--- src/rtl/gerr_pkg.sv ---
package gerr_pkg;
  localparam int unsigned AW            = 2;
  localparam int unsigned CTRL_GERR_BIT = 0;
  localparam int unsigned CTRL_EVQ_BIT  = 2;

  typedef enum logic [AW-1:0] {
    RA_STATUS = 2'd0,
    RA_ACK    = 2'd1,
    RA_CTRL   = 2'd2,
    RA_NONE   = 2'd3
  } reg_addr_e;

  typedef enum int unsigned {
    LN_GERR = 0,
    LN_EVQ  = 1,
    LN_SYNC = 2,
    LN_UNIM = 3
  } line_e;

  localparam int unsigned NLINES = 4;
endpackage

--- src/rtl/gerr_err_state.sv ---
module gerr_err_state #(
  parameter int unsigned NERR = 8
) (
  input  logic            clk,
  input  logic            rst_n,
  input  logic            ack_we,
  input  logic [NERR-1:0] ack_wdata,
  input  logic            rep_valid,
  input  logic [NERR-1:0] rep_mask,
  output logic [NERR-1:0] status_q,
  output logic [NERR-1:0] ack_q,
  output logic [NERR-1:0] fresh_o,
  output logic            fresh_any_o
);
  // Active set seen by a report: taken after this cycle's acknowledge write.
  function automatic logic [NERR-1:0] active_of(input logic [NERR-1:0] st,
                                                input logic [NERR-1:0] ak);
    return st ^ ak;
  endfunction

  function automatic logic [NERR-1:0] fresh_of(input logic [NERR-1:0] mask,
                                               input logic [NERR-1:0] act);
    return mask & ~act;
  endfunction

  logic [NERR-1:0] ack_next;
  logic [NERR-1:0] active_after_ack;

  always_comb begin
    ack_next         = ack_we ? ack_wdata : ack_q;
    active_after_ack = active_of(status_q, ack_next);
    fresh_o          = rep_valid ? fresh_of(rep_mask, active_after_ack) : '0;
    fresh_any_o      = |fresh_o;
  end

  always_ff @(posedge clk or negedge rst_n) begin
    if (!rst_n) begin
      status_q <= '0;
      ack_q    <= '0;
    end else begin
      status_q <= status_q ^ fresh_o;
      ack_q    <= ack_next;
    end
  end

  AST_ACTIVE_UNTOUCHED: assert property (@(posedge clk) disable iff (!rst_n)
    1'b1 |=> ((status_q ^ $past(status_q)) & $past(active_after_ack)) == '0);
  AST_STALE_REPORT_HOLDS: assert property (@(posedge clk) disable iff (!rst_n)
    (rep_valid && !fresh_any_o) |=> $stable(status_q));
  AST_ACK_VERBATIM: assert property (@(posedge clk) disable iff (!rst_n)
    ack_we |=> (ack_q == $past(ack_wdata)));
  AST_ACK_HELD: assert property (@(posedge clk) disable iff (!rst_n)
    !ack_we |=> $stable(ack_q));
endmodule

--- src/rtl/gerr_irq_pulse.sv ---
module gerr_irq_pulse
  import gerr_pkg::*;
(
  input  logic clk,
  input  logic rst_n,
  input  logic fresh_any,
  input  logic en_gerr,
  input  logic en_evq,
  input  logic evq_req,
  input  logic sync_req,
  input  logic priq_req,
  output logic irq_gerr,
  output logic irq_evq,
  output logic irq_sync,
  output logic unimpl_flag
);
  logic [NLINES-1:0] cause;
  logic [NLINES-1:0] line_q;

  always_comb begin
    cause          = '0;
    cause[LN_GERR] = fresh_any & en_gerr;
    cause[LN_EVQ]  = evq_req & en_evq;
    cause[LN_SYNC] = sync_req;
    cause[LN_UNIM] = priq_req;
  end

  for (genvar g = 0; g < NLINES; g++) begin : g_line
    always_ff @(posedge clk or negedge rst_n) begin
      if (!rst_n) line_q[g] <= 1'b0;
      else        line_q[g] <= cause[g];
    end
  end

  assign irq_gerr    = line_q[LN_GERR];
  assign irq_evq     = line_q[LN_EVQ];
  assign irq_sync    = line_q[LN_SYNC];
  assign unimpl_flag = line_q[LN_UNIM];

  AST_GERR_ON_FRESH: assert property (@(posedge clk) disable iff (!rst_n)
    (fresh_any && en_gerr) |=> irq_gerr);
  AST_GERR_QUIET: assert property (@(posedge clk) disable iff (!rst_n)
    !(fresh_any && en_gerr) |=> !irq_gerr);
  AST_EVQ_GATED: assert property (@(posedge clk) disable iff (!rst_n)
    !en_evq |=> !irq_evq);
  AST_SYNC_ALWAYS: assert property (@(posedge clk) disable iff (!rst_n)
    sync_req |=> irq_sync);
  AST_PRIQ_FLAGGED: assert property (@(posedge clk) disable iff (!rst_n)
    priq_req |=> unimpl_flag);
  AST_PULSE_SINGLE: assert property (@(posedge clk) disable iff (!rst_n)
    !sync_req |=> !irq_sync);
endmodule

--- src/rtl/gerr_regs.sv ---
module gerr_regs
  import gerr_pkg::*;
#(
  parameter int unsigned NERR = 8,
  parameter int unsigned DW   = 32
) (
  input  logic            clk,
  input  logic            rst_n,
  input  logic            reg_we,
  input  logic [AW-1:0]   reg_addr,
  input  logic [DW-1:0]   reg_wdata,
  input  logic [NERR-1:0] status,
  input  logic [NERR-1:0] ack,
  output logic            ack_we,
  output logic [NERR-1:0] ack_wdata,
  output logic            en_gerr,
  output logic            en_evq,
  output logic [DW-1:0]   reg_rdata
);
  localparam logic [DW-1:0] CTRL_MASK = (DW'(1) << CTRL_GERR_BIT) | (DW'(1) << CTRL_EVQ_BIT);

  reg_addr_e addr;
  logic      ctrl_we;

  assign addr      = reg_addr_e'(reg_addr);
  assign ack_we    = reg_we && (addr == RA_ACK);
  assign ctrl_we   = reg_we && (addr == RA_CTRL);
  assign ack_wdata = reg_wdata[NERR-1:0];

  always_ff @(posedge clk or negedge rst_n) begin
    if (!rst_n) begin
      en_gerr <= 1'b0;
      en_evq  <= 1'b0;
    end else if (ctrl_we) begin
      en_gerr <= reg_wdata[CTRL_GERR_BIT];
      en_evq  <= reg_wdata[CTRL_EVQ_BIT];
    end
  end

  always_comb begin
    reg_rdata = '0;
    case (addr)
      RA_STATUS: reg_rdata = DW'(status);
      RA_ACK:    reg_rdata = DW'(ack);
      RA_CTRL: begin
        reg_rdata[CTRL_GERR_BIT] = en_gerr;
        reg_rdata[CTRL_EVQ_BIT]  = en_evq;
      end
      default:   reg_rdata = '0;
    endcase
  end

  AST_CTRL_SPARSE: assert property (@(posedge clk) disable iff (!rst_n)
    (addr == RA_CTRL) |-> ((reg_rdata & ~CTRL_MASK) == '0));
  AST_CTRL_HELD: assert property (@(posedge clk) disable iff (!rst_n)
    !ctrl_we |=> ($stable(en_gerr) && $stable(en_evq)));
endmodule

--- src/rtl/gerr_irq_ctrl.sv ---
module gerr_irq_ctrl
  import gerr_pkg::*;
#(
  parameter int unsigned NERR = 8,
  parameter int unsigned DW   = 32
) (
  input  logic            clk,
  input  logic            rst_n,
  input  logic            err_rep_valid,
  input  logic [NERR-1:0] err_rep_mask,
  input  logic            evq_req,
  input  logic            sync_req,
  input  logic            priq_req,
  input  logic            reg_we,
  input  logic [1:0]      reg_addr,
  input  logic [DW-1:0]   reg_wdata,
  output logic [DW-1:0]   reg_rdata,
  output logic            irq_gerr,
  output logic            irq_evq,
  output logic            irq_sync,
  output logic            unimpl_flag
);
  logic [NERR-1:0] status_q;
  logic [NERR-1:0] ack_q;
  logic [NERR-1:0] fresh;
  logic            fresh_any;
  logic            ack_we;
  logic [NERR-1:0] ack_wdata;
  logic            en_gerr;
  logic            en_evq;

  gerr_regs #(.NERR(NERR), .DW(DW)) regs_i (
    .clk(clk), .rst_n(rst_n),
    .reg_we(reg_we), .reg_addr(reg_addr), .reg_wdata(reg_wdata),
    .status(status_q), .ack(ack_q),
    .ack_we(ack_we), .ack_wdata(ack_wdata),
    .en_gerr(en_gerr), .en_evq(en_evq),
    .reg_rdata(reg_rdata)
  );

  gerr_err_state #(.NERR(NERR)) state_i (
    .clk(clk), .rst_n(rst_n),
    .ack_we(ack_we), .ack_wdata(ack_wdata),
    .rep_valid(err_rep_valid), .rep_mask(err_rep_mask),
    .status_q(status_q), .ack_q(ack_q),
    .fresh_o(fresh), .fresh_any_o(fresh_any)
  );

  gerr_irq_pulse pulse_i (
    .clk(clk), .rst_n(rst_n),
    .fresh_any(fresh_any), .en_gerr(en_gerr), .en_evq(en_evq),
    .evq_req(evq_req), .sync_req(sync_req), .priq_req(priq_req),
    .irq_gerr(irq_gerr), .irq_evq(irq_evq), .irq_sync(irq_sync),
    .unimpl_flag(unimpl_flag)
  );

  AST_STATUS_NOT_WRITABLE: assert property (@(posedge clk) disable iff (!rst_n)
    !err_rep_valid |=> $stable(status_q));
  AST_PRIQ_NO_LINE: assert property (@(posedge clk) disable iff (!rst_n)
    (priq_req && !evq_req && !sync_req && !err_rep_valid) |=> (!irq_evq && !irq_sync && !irq_gerr));
endmodule

--- config.mk ---
export PLATFORM = sky130hd
export DESIGN_NAME = gerr_irq_ctrl
export DESIGN_NICKNAME = d
export VERILOG_FILES = /design/src/rtl/gerr_pkg.sv /design/src/rtl/gerr_err_state.sv /design/src/rtl/gerr_irq_pulse.sv /design/src/rtl/gerr_regs.sv /design/src/rtl/gerr_irq_ctrl.sv
export SDC_FILE = /design/constraint.sdc
export NUM_CORES = 1
export LEC_CHECK = 0
export BUFFER_PORTS_ARGS = -buffer_cell sky130_fd_sc_hd__buf_2
export CORE_UTILIZATION = 43
export CTS_CLUSTER_DIAMETER = 60
export DETAILED_ROUTE_END_ITERATION = 12
export HOLD_SLACK_MARGIN = 0.03
export PLACE_DENSITY = 0.8
export SLEW_MARGIN = 5
export SYNTH_ARGS = -nofsm -noshare
export SYNTH_HDL_FRONTEND = slang
export SYNTH_HIERARCHICAL = 1
export SYNTH_SLANG_ARGS = --single-unit
export TNS_END_PERCENT = 50
--- constraint.sdc ---
create_clock -name clk -period 2.5 [get_ports clk]
set_input_delay 0.125 -clock clk [delete_from_list [all_inputs] [get_ports clk]]
set_output_delay 0.125 -clock clk [all_outputs]
set_load 0.01 [all_outputs]
[Word-level counts from Yosys, hierarchy flattened]
Cells that the tools add are included.
Storage, ports and cells
  logic and storage cells: 26
  output and inout port bits: 36
  bits of input ports: 49
  bits in registers: 22
Operators by class
  bitwise logic cells: 6
  muxes and demuxes: 6
  equal/unequal tests: 2
  reduce and logical (&&, ||, !) cells: 4
Operators with widths (number)
  8-bit 2-to-1 mux: 2
  8-bit bitwise XOR: 2
  5-bit case mux with 2 select lines: 1
  8-bit bitwise AND: 1
  8-bit NOT: 1
  8-bit OR reduction: 1
  1-bit case mux with 3 select lines: 2
  1-bit bitwise AND: 2
  2-bit by 1-bit equality test with 1-bit output (second input constant): 1
  2-bit equality test (second input constant): 1
  1-bit logical AND: 2
  2-bit logical NOT: 1
  1-bit case mux with 2 select lines: 1

[Longest topological paths before layout]
Gate-level depths: netlist of the first run.
  word-level depth: 9
  gate-level depth with buffers: 9
  mapped depth without buffers: 7

[Modules after synthesis]
The synthesis of the first run kept the hierarchy.
Modules (own cells, without submodules)
  gerr_err_state: area each 818.3 um^2, seq. area each 400.4 um^2, times used 1, cells each 84
  gerr_regs: area each 508.0 um^2, seq. area each 50.0 um^2, times used 1, cells each 59
  gerr_irq_pulse: area each 112.6 um^2, seq. area each 100.1 um^2, times used 1, cells each 6

[Least setup slack after synthesis of the first run]
OpenSTA, ideal clock, no wires.
  path type: in2reg
  from: in reg_addr[0]
  to: reg pulse_i.line_q[0], in the netlist pulse_i/irq_gerr
  data arrival time: 2.001 ns
  slack: 0.380 ns
  required time: 2.381 ns
  stages on the path: 9
  buffers on the path: 2
  setup time: 0.119 ns
  cell sequence: buf_6 nand2_1 nor2_1 buf_6 mux2i_2 mux2i_1 or4_1 or4b_1 and2_1
Between the ends
  longest elaborated chain between the ends: 9
Ends and longest elaborated chain
  start, declared: RTL line gerr_irq_ctrl.sv:15  | input logic [1:0] reg_addr,
  2-bit by 1-bit equality test with 1-bit output: RTL line gerr_regs.sv:26  | assign ack_we = reg_we && (addr == RA_ACK);
  1-bit logical AND: RTL line gerr_regs.sv:26
  named net ack_we: RTL line gerr_irq_ctrl.sv:27  | logic ack_we;
  8-bit 2-to-1 mux: RTL line gerr_err_state.sv:30  | ack_next = ack_we ? ack_wdata : ack_q;
  8-bit bitwise XOR: RTL line gerr_err_state.sv:18  | return st ^ ak;
  8-bit NOT: RTL line gerr_err_state.sv:23  | return mask & ~act;
  8-bit bitwise AND: RTL line gerr_err_state.sv:23
  8-bit 2-to-1 mux: RTL line gerr_err_state.sv:32  | fresh_o = rep_valid ? fresh_of(rep_mask, active_after_ack) : '0;
  named net fresh[2]: RTL line gerr_irq_ctrl.sv:25  | logic [NERR-1:0] fresh;
  8-bit OR reduction: RTL line gerr_err_state.sv:33  | fresh_any_o = |fresh_o;
  named net fresh_any: RTL line gerr_irq_ctrl.sv:26  | logic fresh_any;
  1-bit bitwise AND: RTL line gerr_irq_pulse.sv:22  | cause[LN_GERR] = fresh_any & en_gerr;
  named net pulse_i.cause[0]: RTL line gerr_irq_pulse.sv:17  | logic [NLINES-1:0] cause;
  end signal, assigned by index: RTL line gerr_irq_pulse.sv:31  | else line_q[g] <= cause[g];
  end, declared: RTL line gerr_irq_pulse.sv:18  | logic [NLINES-1:0] line_q;
The timed path passes the listed nets, and every way through them passes these cells.
A chain may end at the register's enable or synchronous reset.

[Final worst setup path of the first run]
  from: reg state_i.ack_q[2]
  to: reg pulse_i.line_q[0], in the netlist pulse_i/irq_gerr
Between the ends
  longest elaborated chain between the ends: 7
Ends and longest elaborated chain
  start, declared: RTL line gerr_err_state.sv:11  | output logic [NERR-1:0] ack_q,
  start signal, assigned: RTL line gerr_err_state.sv:42  | ack_q <= ack_next;
  8-bit 2-to-1 mux: RTL line gerr_err_state.sv:30
  8-bit bitwise XOR: RTL line gerr_err_state.sv:18
  8-bit NOT: RTL line gerr_err_state.sv:23
  8-bit bitwise AND: RTL line gerr_err_state.sv:23
  8-bit 2-to-1 mux: RTL line gerr_err_state.sv:32
  named net fresh[2]: RTL line gerr_irq_ctrl.sv:25
  8-bit OR reduction: RTL line gerr_err_state.sv:33
  named net fresh_any: RTL line gerr_irq_ctrl.sv:26
  1-bit bitwise AND: RTL line gerr_irq_pulse.sv:22
  named net pulse_i.cause[0]: RTL line gerr_irq_pulse.sv:17
The timed path passes the listed nets, and every way through them passes these cells.

==> results.env, run 1 <==
OUTCOME='finished clean'
PATH_CATEGORY_OF_THE_WORST_MIN_DELAY_CHECK='in2reg'
DIE-AREA_MM2=0.00358
FINISH.NET_COUNT=233
DIE_Y_UM=59.8
COUNT_OF_ENDPOINTS_FAILING_HOLD_IN_THE_FINAL_TIMING_REPORT=0
DETAIL_ROUTE.WL_PER_CELL_UM=10.3
DRT_PASS1_ITERATIONS=4
POST-PLACE-WS_NS=0.214
GRT_FIRST_PASS_WIRELENGTH_UM=3840
GRT_SETUP_UNREPAIRED='no'
DIE_WIDTH_UM=59.8
POST_CTS_SETUP_INSERTS=0
VIAS_IN_THE_FIRST_GLOBAL_ROUTE=924
YOSYS.AREA.TOP_TYPE_SHARE=0.383
LAYOUT-AREA-OVERHEAD-VS-SYNTH_PCT=10.2
VIA_PER_INST=4.38
SETUP.WORST_PATH.END_CLASS='register'
CTS.SINK_COUNT=22
DRIVE_GT1_FRAC=0.284
COMBPWRFRAC=0.297
CORE_AREA_MM2=0.00310
CLKLATENCYLATEPIN_NS=0.30
START_KIND='register'
IRDROPWORSTVDD_mV=0.216
POWER.STATIC_LEAKAGE_nW=0.849
TRACK_USAGE=0.153
REQUIRED_TIME_WORST_ENDPOINT_NS=2.71
SYNTH-SEQ-CELLS=22
POSTLAYOUTSETUPSLACKWORST_NS=0.528
START_UTIL=0.464
H-TREE-DEPTH=1
MAX_CLOCK_FREQ_MHz=507
PORT_BUFFERS=36
POWER_PER_UNIT_OF_STANDARD_CELL_AREA_mW_PER_MM2=583
TOTALWIRELENGTH_UM=2350
FINALCRITPERIODSHARE=0.789
POST-DP-HPWL_UM=1780
CTSROOTBUFFERMASTER='sky130_fd_sc_hd__clkbuf_4'
CTS-ROOT-TO-SINK-BUFFERS=2
CP_MAX_FANOUT=2
CLKSLEWWORSTSETUPHOLDPATHS_NS=0.11
DR_TOTAL_VIAS=995
POWER.SHARE.SEQUENTIAL=0.498
DRC_ERRORS=0
YS_WARN_COUNT=6
DRV.MAX_CAP_VIOLATION_COUNT=0
ANTENNA_FOUND_INITIAL=0
SYNTH_AREA_LEADER_CELL='sky130_fd_sc_hd__dfrtp_1'
INTERNAL_POWER_uW=639
GRT-OVFL-TOTAL=0
TOTAL_SWITCHING_POWER_uW=285
SETUP_VIOL=0
SETUP_TOTAL_NEGATIVE_SLACK_NS=0
POST_SYNTH_INSTANCE_AREA_MM2=0.00144
ANTENNA_LEFT=0
TIMING.FINAL.CRIT_PERIOD_NS=1.97
SYNTH_TOP_CELLS_BY_AREA='sky130_fd_sc_hd__dfrtp_1 (38%), sky130_fd_sc_hd__buf_4 (17%), sky130_fd_sc_hd__mux2i_1 (14%)'
CLKPWRFRAC=0.205
PLACE.GP.CONGESTION=0.680
FILLCELLCOUNT=317
FLOORPLAN.ROWS=20
SWITCHING_SHARE=0.308
WORST_EP_ARRIVAL_TIME_NS=2.18
DRT_FIRST_ITER_VIOLATIONS=29
FIN_SKEW_NS=0.00359
IO_PINS=85
TRITONCTS='built'
DRV_SLEW=0
SYNTH.LIB_CELLS_USED.DISTINCT=22
MAXIMUM_NUMBER_OF_PINS_ON_ONE_NET_BEFORE_GLOBAL_ROUTE_REPAIR=23
TIMING_WORST_SETUP_PATH_TYPE='reg2reg'
POSTSYNTHCELLCOUNT=149
CTS_MADE_BUFFERS=3
YS_SEQ_AREA_FRAC=0.383
ANTENNA_CELLS_INSERTED=0
SYN_AREA_PER_CELL_UM2=9.66
path summary, 6_finish.rpt:
kind | endpoint | slack [ns] | depth (start not counted) | from
setup / recovery | pulse_i/irq_gerr$_DFF_PN0_ | 0.53 | 5 | state_i/ack_q[2]$_DFF_PN0_
hold / removal | regs_i/en_gerr$_DFFE_PN0P_ | 0.06 | 2 | reg_wdata[0]
setup reg to reg | pulse_i/irq_gerr$_DFF_PN0_ | 0.53 | 5 | state_i/ack_q[2]$_DFF_PN0_
hold reg to reg | state_i/status_q[1]$_DFF_PN0_ | 0.53 | 2 | state_i/status_q[1]$_DFF_PN0_
max in group asynchronous | pulse_i/irq_sync$_DFF_PN0_ | 1.87 | 2 | rst_n
min in group asynchronous | regs_i/en_evq$_DFFE_PN0P_ | 0.30 | 2 | rst_n
what timing repair did:
| item | CTS | global route |
|---|---|---|
| hold buffers | 4 | 0 |
| resized for setup | 0 | 0 |
| hold endpoints to repair | 25 | 0 |
layer usage:
layer | GRT usage | routed length [um] | vias to the layer above
met2 | 0.262 | 1160 | 38
met5 | 0 | 0 | -
met3 | 0.0519 | 136 | 5
li1 | - | - | 501
met4 | 0.0598 | 36 | 0
met1 | 0.175 | 1020 | 451
logic make-up after synthesis:
| group | count (synthesis) | share of synthesized area |
|---|---|---|
| other | 1 | 0.00261 |
| XOR/XNOR | 2 | 0.0122 |
| AO/OA/AOI/OAI | 10 | 0.0400 |
| multiplexers | 24 | 0.179 |
| buffers and inverters | 45 | 0.217 |
| flip-flops | 22 | 0.383 |
| AND/OR/NAND/NOR | 45 | 0.167 |
flip-flops by register name, summed over array words and instances, names as in the netlist:
register and count:
state_i/ack_q 8, pulse_i/irq_evq 1, state_i/status_q 8, pulse_i/irq_gerr 1, pulse_i/irq_sync 1, pulse_i/unimpl_flag 1
regs_i/en_gerr 1, regs_i/en_evq 1
critical path, stage by stage, from the launching register on:
cell and delay (ns):
sky130_fd_sc_hd__dfrtp_1 0.41, sky130_fd_sc_hd__mux2i_2 0.19, sky130_fd_sc_hd__mux2i_1 0.10, sky130_fd_sc_hd__or4_1 0.53, sky130_fd_sc_hd__or4b_1 0.48, sky130_fd_sc_hd__and2_1 0.17
power groups by stage:
stage / sequential (mW) / clock, mW / combinational (mW)
floorplan: 0.463 / 0 / 0.227
global placement: 0.465 / 0 / 0.266
detailed placement: 0.467 / 0 / 0.271
CTS: 0.460 / 0.201 / 0.277
global route: 0.473 / 0.217 / 0.307
finish: 0.461 / 0.190 / 0.274
cells in the mapped netlist, drive strengths merged:
master	instances
clkbuf	2
buf	35
conb	1
and2	2
o21ai	8
mux2	2
nand3	6
inv	8
xnor2	2
mux2i	22
nor2b	1
nand3b	7
o2bb2ai	2
nand2	17
or4	1
or4b	1
dfrtp	22
nor2	10
per-stage QoR:
step | power (mW) | std cells | area, um^2 | hold slack, ns | utilization
floorplan | 0.690 | 172 | 1530 | -0.171 | -
global placement | 0.731 | 219 | 1510 | 0.112 | 0.486
detailed placement | 0.738 | 219 | 1510 | 0.119 | 0.486
CTS | 0.938 | 227 | 1590 | 0.0505 | 0.511
global route | 0.997 | 227 | 1590 | 0.0521 | 0.511
finish | 0.924 | 227 | 1590 | 0.0611 | 0.511
placed cells by master, fill, tap and decap left out:
master,synthesis,routed
sky130_fd_sc_hd__and2_1,2,2
sky130_fd_sc_hd__buf_2,0,36
sky130_fd_sc_hd__buf_4,32,4
sky130_fd_sc_hd__clkbuf_4,0,3
sky130_fd_sc_hd__clkbuf_8,0,1
sky130_fd_sc_hd__conb_1,1,24
sky130_fd_sc_hd__dfrtp_1,22,22
sky130_fd_sc_hd__dlygate4sd3_1,0,4
sky130_fd_sc_hd__inv_1,6,6
sky130_fd_sc_hd__inv_2,2,2
sky130_fd_sc_hd__mux2_4,2,2
sky130_fd_sc_hd__mux2i_1,20,20
sky130_fd_sc_hd__mux2i_2,2,2
sky130_fd_sc_hd__nand2_1,17,17
sky130_fd_sc_hd__nand3_1,6,6
sky130_fd_sc_hd__nand3b_1,6,6
sky130_fd_sc_hd__nand3b_4,1,1
sky130_fd_sc_hd__nor2_1,10,10
sky130_fd_sc_hd__nor2b_4,1,1
sky130_fd_sc_hd__o21ai_1,8,8
sky130_fd_sc_hd__o2bb2ai_1,2,2
sky130_fd_sc_hd__or4_1,1,1
sky130_fd_sc_hd__or4b_1,1,1
sky130_fd_sc_hd__xnor2_1,2,2
layout make-up:
cell class | instances | area (um^2) | area share
timing repair buffer | 44 | 250 | 0.158
sequential | 22 | 551 | 0.347
inverter | 8 | 30.0 | 0.0189
clock buffer | 4 | 36.3 | 0.0229
tap | 44 | 55.1 | 0.0347
multi-input combinational | 105 | 663 | 0.418
No activity file was read; power rests on OpenSTA's default activity.
==> run 2, diff against run 1 <==
--- a/config.mk
+++ b/config.mk
@@ -5,12 +5,13 @@
 export SDC_FILE = /design/constraint.sdc
 export NUM_CORES = 1
 export LEC_CHECK = 0
+export ABC_AREA = 1
 export BUFFER_PORTS_ARGS = -buffer_cell sky130_fd_sc_hd__buf_2
-export CORE_UTILIZATION = 43
+export CORE_UTILIZATION = 40
 export CTS_CLUSTER_DIAMETER = 60
 export DETAILED_ROUTE_END_ITERATION = 12
 export HOLD_SLACK_MARGIN = 0.03
-export PLACE_DENSITY = 0.8
+export PLACE_DENSITY = 0.77
 export SLEW_MARGIN = 5
 export SYNTH_ARGS = -nofsm -noshare
 export SYNTH_HDL_FRONTEND = slang
==> constraint.sdc (replaced) <==
create_clock -name clk -period 1.7 [get_ports clk]
set_input_delay 0.085 -clock clk [delete_from_list [all_inputs] [get_ports clk]]
set_output_delay 0.085 -clock clk [all_outputs]
set_load 0.01 [all_outputs]
==> run 2 against run 1 <==
  * Worst hold slack improved by 0.017 ns
  * Count of clock-buffer cells in the layout is the same
  * Via count is 25% higher
  * Critical endpoint unchanged
  * Clock skew fell by 0.0012 ns
  * Core utilization decreased by 4.6 points
  * Final area is 7.4% higher
  * Register-to-register slack better by 0.09 ns
==> results.env, run 2 <==
CTS-ROOT-TO-SINK-BUFFERS=2  # unchanged
LAYOUT-AREA-OVERHEAD-VS-SYNTH_PCT=11.9
DETAIL_ROUTE.WL_PER_CELL_UM=10.4  # +0.58%
H-TREE-DEPTH=1  # unchanged
REQUIRED_TIME_WORST_ENDPOINT_NS=1.86  # -0.85 ns
DRT_PASS1_ITERATIONS=5  # +1
START_UTIL=0.416  # -0.0481
R2R_SETUP_SLACK_NS=0.62  # +0.09 ns
POST_CTS_SETUP_INSERTS=0  # unchanged
ANTENNA_CELLS_INSERTED=0  # unchanged
CTS_MADE_BUFFERS=3  # unchanged
DRV_SLEW=0  # unchanged
TRACK_USAGE=0.163  # +0.00948
ANTENNA_LEFT=0  # unchanged
CTSROOTBUFFERMASTER='sky130_fd_sc_hd__clkbuf_8'
DIE_WIDTH_UM=63.7  # +6.4%
POWER.STATIC_LEAKAGE_nW=1.01  # +19%
SETUP.WORST_PATH.START='reg_addr[1]'
FIN_SKEW_NS=0.00242  # -0.00116 ns
PLACE.GP.CONGESTION=0.782  # +15%
DRT_FIRST_ITER_VIOLATIONS=36  # +24%
MAXIMUM_NUMBER_OF_PINS_ON_ONE_NET_BEFORE_GLOBAL_ROUTE_REPAIR=23  # unchanged
FLOORPLAN.ROWS=22  # +10%
POST-DP-HPWL_UM=2150  # +20%
DIE-AREA_MM2=0.00405  # +13%
MAX_CLOCK_FREQ_MHz=819
GRT_FIRST_PASS_WIRELENGTH_UM=5050  # +31%
WORST_EP_ARRIVAL_TIME_NS=1.39  # -0.79 ns
PORT_BUFFERS=36  # unchanged
TRITONCTS='built'
IRDROPWORSTVDD_mV=0.418  # +94%
POST_SYNTH_INSTANCE_AREA_MM2=0.00152  # +5.7%
SYN_AREA_PER_CELL_UM2=7.61  # -21%
POSTSYNTHCELLCOUNT=200  # +34%
RR_ENDPOINT='pulse_i/irq_gerr$_DFF_PN0_'
GRT-OVFL-TOTAL=0  # unchanged
WORST_HOLD_PATH.ENDPOINT='state_i/ack_q[5]$_DFF_PN0_'
ANTENNA_FOUND_INITIAL=0  # unchanged
TOTALWIRELENGTH_UM=2940  # +25%
PATH_CATEGORY_OF_THE_WORST_MIN_DELAY_CHECK='in2reg'
CLKSLEWWORSTSETUPHOLDPATHS_NS=0.08  # -0.03 ns
SETUP.WORST_PATH.END_CLASS='register'
POWER_PER_UNIT_OF_STANDARD_CELL_AREA_mW_PER_MM2=852  # +46%
TIMING_WORST_SETUP_PATH_TYPE='in2reg'
SETUP_TOTAL_NEGATIVE_SLACK_NS=0  # unchanged
VIA_PER_INST=4.42  # +0.80%
DRIVE_GT1_FRAC=0.308  # +0.0235
IO_PINS=85  # unchanged
CP_MAX_FANOUT=10  # +8
WORST_HOLD_PATH_DEPTH=3  # +1
TIMING.FINAL.CRIT_PERIOD_NS=1.22
FINALCRITPERIODSHARE=0.718
DR_TOTAL_VIAS=1246  # +25%
COMMONEST_NON_FILL_NON_TAP_CELL_IN_THE_LAYOUT='sky130_fd_sc_hd__nand2_1'
POSTLAYOUTCOREUTIL=0.465  # -0.0457
START_KIND='input port'
REG2REGPATHDEPTH=8  # +3
LAYOUT.CELLS.MOST_COMMON_LIST='sky130_fd_sc_hd__nand2_1 (54), sky130_fd_sc_hd__buf_2 (36), sky130_fd_sc_hd__nand3_1 (26)'
DRV.MAX_CAP_VIOLATION_COUNT=0  # unchanged
CLKLATENCYLATEPIN_NS=0.26  # -0.04 ns
VIAS_IN_THE_FIRST_GLOBAL_ROUTE=1191  # +29%
CORE_AREA_MM2=0.00366  # +18%
FINISH.NET_COUNT=284  # +22%
GRT_SETUP_UNREPAIRED='no'
CTS.SINK_COUNT=22  # unchanged
SETUP_VIOL=0  # unchanged
DRC_ERRORS=0  # unchanged
R2R_START='state_i/ack_q[5]$_DFF_PN0_'
COUNT_OF_ENDPOINTS_FAILING_HOLD_IN_THE_FINAL_TIMING_REPORT=0  # unchanged
WORST_HOLD_PATH_STARTPOINT='reg_wdata[5]'
OUTCOME='finished clean'
DIE_Y_UM=63.7  # +6.4%
YS_WARN_COUNT=6  # unchanged
LARGESTREGISTERS='state_i/ack_q x8, state_i/status_q x8'
run 2: routing by layer:
metal | global-route usage | share of wire
met5 | 0 | 0
met4 | 0.0852 | 0.021
met3 | 0.0217 | 0.049
met2 | 0.283 | 0.49
met1 | 0.192 | 0.44
run 2: per-stage QoR:
step                area (um^2)  power (mW)  hold slack [ns]  std cells  setup slack (ns)
floorplan                  1610        1.01           -0.211        223             0.521
global placement           1610        1.07           0.0743        274             0.219
global route               1700        1.55           0.0797        282             0.318
detailed placement         1610        1.08           0.0812        274             0.183
finish                     1700        1.45           0.0784        282             0.479
CTS                        1700        1.47           0.0735        282             0.466
run 2: worst max-delay path by stage:
stage / to / slack [ns] / cells after the start
after floorplan: pulse_i/irq_gerr$_DFF_PN0_ / 0.52 / 13
after global placement: pulse_i/irq_gerr$_DFF_PN0_ / 0.22 / 13
after detailed placement: pulse_i/irq_gerr$_DFF_PN0_ / 0.18 / 13
after CTS: pulse_i/irq_gerr$_DFF_PN0_ / 0.47 / 13
after global routing: pulse_i/irq_gerr$_DFF_PN0_ / 0.32 / 13
final: pulse_i/irq_gerr$_DFF_PN0_ / 0.48 / 13
run 2: worst max-delay path: stages:
cell,delay [ns]
sky130_fd_sc_hd__buf_2,0.15
sky130_fd_sc_hd__inv_2,0.15
sky130_fd_sc_hd__and3_1,0.22
sky130_fd_sc_hd__buf_12,0.16
sky130_fd_sc_hd__inv_12,0.06
sky130_fd_sc_hd__nand2_2,0.06
sky130_fd_sc_hd__nand3_1,0.07
sky130_fd_sc_hd__nand3_1,0.09
sky130_fd_sc_hd__nand2_1,0.06
sky130_fd_sc_hd__nor2_1,0.11
sky130_fd_sc_hd__nand2_1,0.07
sky130_fd_sc_hd__nand2_1,0.07
sky130_fd_sc_hd__inv_1,0.03
run 2: power breakdown:
part           switching, mW  internal, mW  leakage, nW  total [mW]
Combinational          0.242         0.160        0.710       0.403
Clock                  0.167         0.206       0.0288       0.374
Sequential            0.0712         0.603        0.270       0.675
run 2: final cells by class:
type,count,area (um^2)
tap,48,60.1
clock buffer,4,55.1
inverter,23,98.8
sequential,22,551
multi-input combinational,143,691
fill,383,1960
timing repair buffer,42,248
run 2: repair_timing:
item	4_1_cts	5_1_grt
hold endpoints to repair	25	0
hold buffers	4	0
resized for setup	0	0
==> run 3, diff against run 2 <==
--- a/config.mk
+++ b/config.mk
@@ -7,11 +7,11 @@
 export LEC_CHECK = 0
 export ABC_AREA = 1
 export BUFFER_PORTS_ARGS = -buffer_cell sky130_fd_sc_hd__buf_2
-export CORE_UTILIZATION = 40
+export CORE_UTILIZATION = 45
 export CTS_CLUSTER_DIAMETER = 60
 export DETAILED_ROUTE_END_ITERATION = 12
 export HOLD_SLACK_MARGIN = 0.03
-export PLACE_DENSITY = 0.77
+export PLACE_DENSITY = 0.82
 export SLEW_MARGIN = 5
 export SYNTH_ARGS = -nofsm -noshare
 export SYNTH_HDL_FRONTEND = slang
==> constraint.sdc (replaced) <==
create_clock -name clk -period 1.2 [get_ports clk]
set_input_delay 0.06 -clock clk [delete_from_list [all_inputs] [get_ports clk]]
set_output_delay 0.06 -clock clk [all_outputs]
set_load 0.01 [all_outputs]
==> run 3 against run 2 <==
  * Global-route usage increased by 3.0 points
  * Via count is 6.0% higher
  * Clock power is 8.0% higher
  * Routed wire length up 6.7%
  * Power is 39% higher
  * Clock skew is essentially flat
  * Sequential power increased by 42%
  * Cell count is 5.7% higher
  * Count of clock-buffer cells in the layout unchanged
  * Critical path depth shrank 10
  * Final area increased by 8.9%
  * Setup slack worse by 0.37 ns
  * Largest cell class unchanged
==> results.env, run 3 (same netlist as run 2, synthesis figures left out) <==
OUTCOME='finished clean'
DPL_CELL_AREA_MM2=0.00168  # +4.4%
FINALCRITPERIODSHARE=0.909
POWER_PER_UNIT_OF_STANDARD_CELL_AREA_mW_PER_MM2=1090  # +28%
GRT-OVFL-TOTAL=0  # unchanged
CTS_MADE_BUFFERS=3  # unchanged
GRT_BUSIEST_LAYER='met2'
POST-DP-HPWL_UM=2290  # +6.5%
DR_TOTAL_VIAS=1321  # +6.0%
PATH_CATEGORY_OF_THE_WORST_MIN_DELAY_CHECK='in2reg'
DETAIL_ROUTE.WL_PER_CELL_UM=10.5  # +0.95%
SETUP.WORST_PATH.END_CLASS='output pin'
IO_PINS=85  # unchanged
FIN_SKEW_NS=0.00266  # +0.000239 ns
ANTENNA_FOUND_INITIAL=0  # unchanged
MAX_CLOCK_FREQ_MHz=917
CRITICAL_PATH.MAX_STAGE_DELAY_NS=0.42  # +0.20 ns
DRT_PASS1_ITERATIONS=4  # -1
CP_CELL_SEQUENCE='nand3_1 > nand3_1 > buf_2'
START_UTIL=0.486  # +0.0708
TIMING.CRITICAL_PATH.MODE_CELL='sky130_fd_sc_hd__nand3_1'
COMMONEST_NON_FILL_NON_TAP_CELL_IN_THE_LAYOUT='sky130_fd_sc_hd__nand2_1'
POSTLAYOUTCOREUTIL=0.593  # +0.128
CTS.SINK_COUNT=22  # unchanged
CP_MAX_FANOUT=3  # -7
CRIT_SLOWEST_CELL='sky130_fd_sc_hd__dfrtp_1'
PATH_BUF_INV=1  # -4
CTSROOTBUFFERMASTER='sky130_fd_sc_hd__clkbuf_4'
PLACE.GP.CONGESTION=0.811  # +3.6%
VIA_PER_INST=4.43  # +0.33%
DIE-AREA_MM2=0.00362  # -11%
GRT_FIRST_PASS_WIRELENGTH_UM=5160  # +2.2%
POSTLAYOUTSETUPSLACKWORST_NS=0.109  # -0.370 ns
TRACK_USAGE=0.193  # +0.0301
POWER.STATIC_LEAKAGE_nW=1.09  # +8.3%
START_KIND='register'
FLOORPLAN.ROWS=20  # -9.1%
SETUP_VIOL=0  # unchanged
DRV_SLEW=0  # unchanged
CLKLATENCYLATEPIN_NS=0.30  # +0.04 ns
R2R_SETUP_SLACK_NS=0.13  # -0.49 ns
DRIVE_GT1_FRAC=0.323  # +0.0151
MAXIMUM_NUMBER_OF_PINS_ON_ONE_NET_BEFORE_GLOBAL_ROUTE_REPAIR=23  # unchanged
DESIGN_AREA_MM2=0.00185  # +8.9%
DRC_ERRORS=0  # unchanged
DIE_Y_UM=60.1  # -5.5%
SETUP_TOTAL_NEGATIVE_SLACK_NS=0  # unchanged
GRT.MET1_USAGE=0.227  # +0.0346
WORST_EP_ARRIVAL_TIME_NS=1.03  # -0.36 ns
FINISH.NET_COUNT=304  # +7.0%
LARGESTREGISTERS='state_i/ack_q x8, state_i/status_q x8'
GRTUSAGEMET2=0.350  # +0.0668
POST_CTS_SETUP_INSERTS=0  # unchanged
REQUIRED_TIME_WORST_ENDPOINT_NS=1.14  # -0.72 ns
TIMING.FINAL.CRIT_PERIOD_NS=1.09
CLKSLEWWORSTSETUPHOLDPATHS_NS=0.12  # +0.04 ns
DIE_WIDTH_UM=60.1  # -5.5%
GROUTE.LAYER.MET3.USAGE=0.0476  # +0.0259
ANTENNA_CELLS_INSERTED=0  # unchanged
VIAS_IN_THE_FIRST_GLOBAL_ROUTE=1248  # +4.8%
CRITICAL-PATH-TOP-DELAY-FAMILY='flip-flops'
TRITONCTS='built'
COUNT_OF_ENDPOINTS_FAILING_HOLD_IN_THE_FINAL_TIMING_REPORT=0  # unchanged
TOTALWIRELENGTH_UM=3130  # +6.7%
H-TREE-DEPTH=1  # unchanged
DRT_FIRST_ITER_VIOLATIONS=41  # +14%
IRDROPWORSTVDD_mV=0.833  # +99%
CORE_AREA_MM2=0.00313  # -15%
ANTENNA_LEFT=0  # unchanged
CTS-ROOT-TO-SINK-BUFFERS=2  # unchanged
DRV.MAX_CAP_VIOLATION_COUNT=0  # unchanged
GRT_SETUP_UNREPAIRED='no'
POST-PLACE-WS_NS=-0.0643  # -0.247 ns
LAYOUT.CELLS.MOST_COMMON_LIST='sky130_fd_sc_hd__nand2_1 (54), sky130_fd_sc_hd__buf_2 (36), sky130_fd_sc_hd__nand3_1 (26)'
LAYOUT-AREA-OVERHEAD-VS-SYNTH_PCT=21.9
PORT_BUFFERS=36  # unchanged
TIMING_WORST_SETUP_PATH_TYPE='reg2out'
[run 3: cell types whose count changed in the layout (fill, tap and decap cells not counted)]
cell	delta
sky130_fd_sc_hd__clkbuf_4	+3
sky130_fd_sc_hd__dlygate4sd3_1	+10
sky130_fd_sc_hd__clkbuf_8	-3
sky130_fd_sc_hd__buf_4	+10
[run 3: stage by stage]
stage / cells / power [mW] / hold slack [ns]
final: 298 / 2.02 / 0.0567
after CTS: 298 / 2.04 / 0.0328
after global placement: 280 / 1.58 / 0.0516
after detailed placement: 280 / 1.60 / 0.0480
after global routing: 298 / 2.16 / 0.0494
after floorplan: 223 / 1.43 / -0.236
[run 3: power by group]
group          leakage (nW)  internal, mW  switching [mW]
Combinational         0.801         0.298           0.357
Sequential            0.270         0.855           0.103
Clock                0.0210         0.185           0.219
Total                  1.09          1.34           0.679
[run 3: final timing paths]
| kind | start | end | cells after the start |
|---|---|---|---|
| min in group asynchronous | rst_n | state_i/ack_q[4]$_DFF_PN0_ | 2 |
| worst min register to register | regs_i/en_evq$_DFFE_PN0P_ | pulse_i/irq_evq$_DFF_PN0_ | 2 |
| max in group asynchronous | rst_n | regs_i/en_evq$_DFFE_PN0P_ | 2 |
| worst max-delay path | regs_i/en_gerr$_DFFE_PN0P_ | reg_rdata[0] | 3 |
| worst min-delay path | err_rep_mask[7] | state_i/status_q[7]$_DFF_PN0_ | 4 |
| worst max register to register | state_i/ack_q[6]$_DFF_PN0_ | pulse_i/irq_gerr$_DFF_PN0_ | 10 |
[run 3: layout make-up]
class	instances	area [um^2]
Multi-Input combinational cell	143	691
Tap cell	44	55.1
Timing Repair Buffer	62	423
Inverter	23	98.8
Fill cell	293	1270
Clock buffer	4	36.3
Sequential cell	22	551
[run 3: worst reg2reg max path, delay by kind of cell (launching register included)]
kind / cells / cell delay (ns)
buffers and inverters: 1 / 0.04
flip-flops: 1 / 0.43
AND/OR/NAND/NOR: 9 / 0.52
[run 3: timing repair]
item | in CTS | in global routing
hold buffers | 14 | 0
endpoints found under the hold margin | 35 | 0
resized for setup | 0 | 0
[run 3: per-layer routing]
layer / routed length (um) / vias up / share of wire
met5: 0 / - / 0
li1: - / 676 / -
met4: 25 / 0 / 0.0080
met1: 1390 / 598 / 0.44
met2: 1580 / 43 / 0.51
met3: 128 / 4 / 0.041
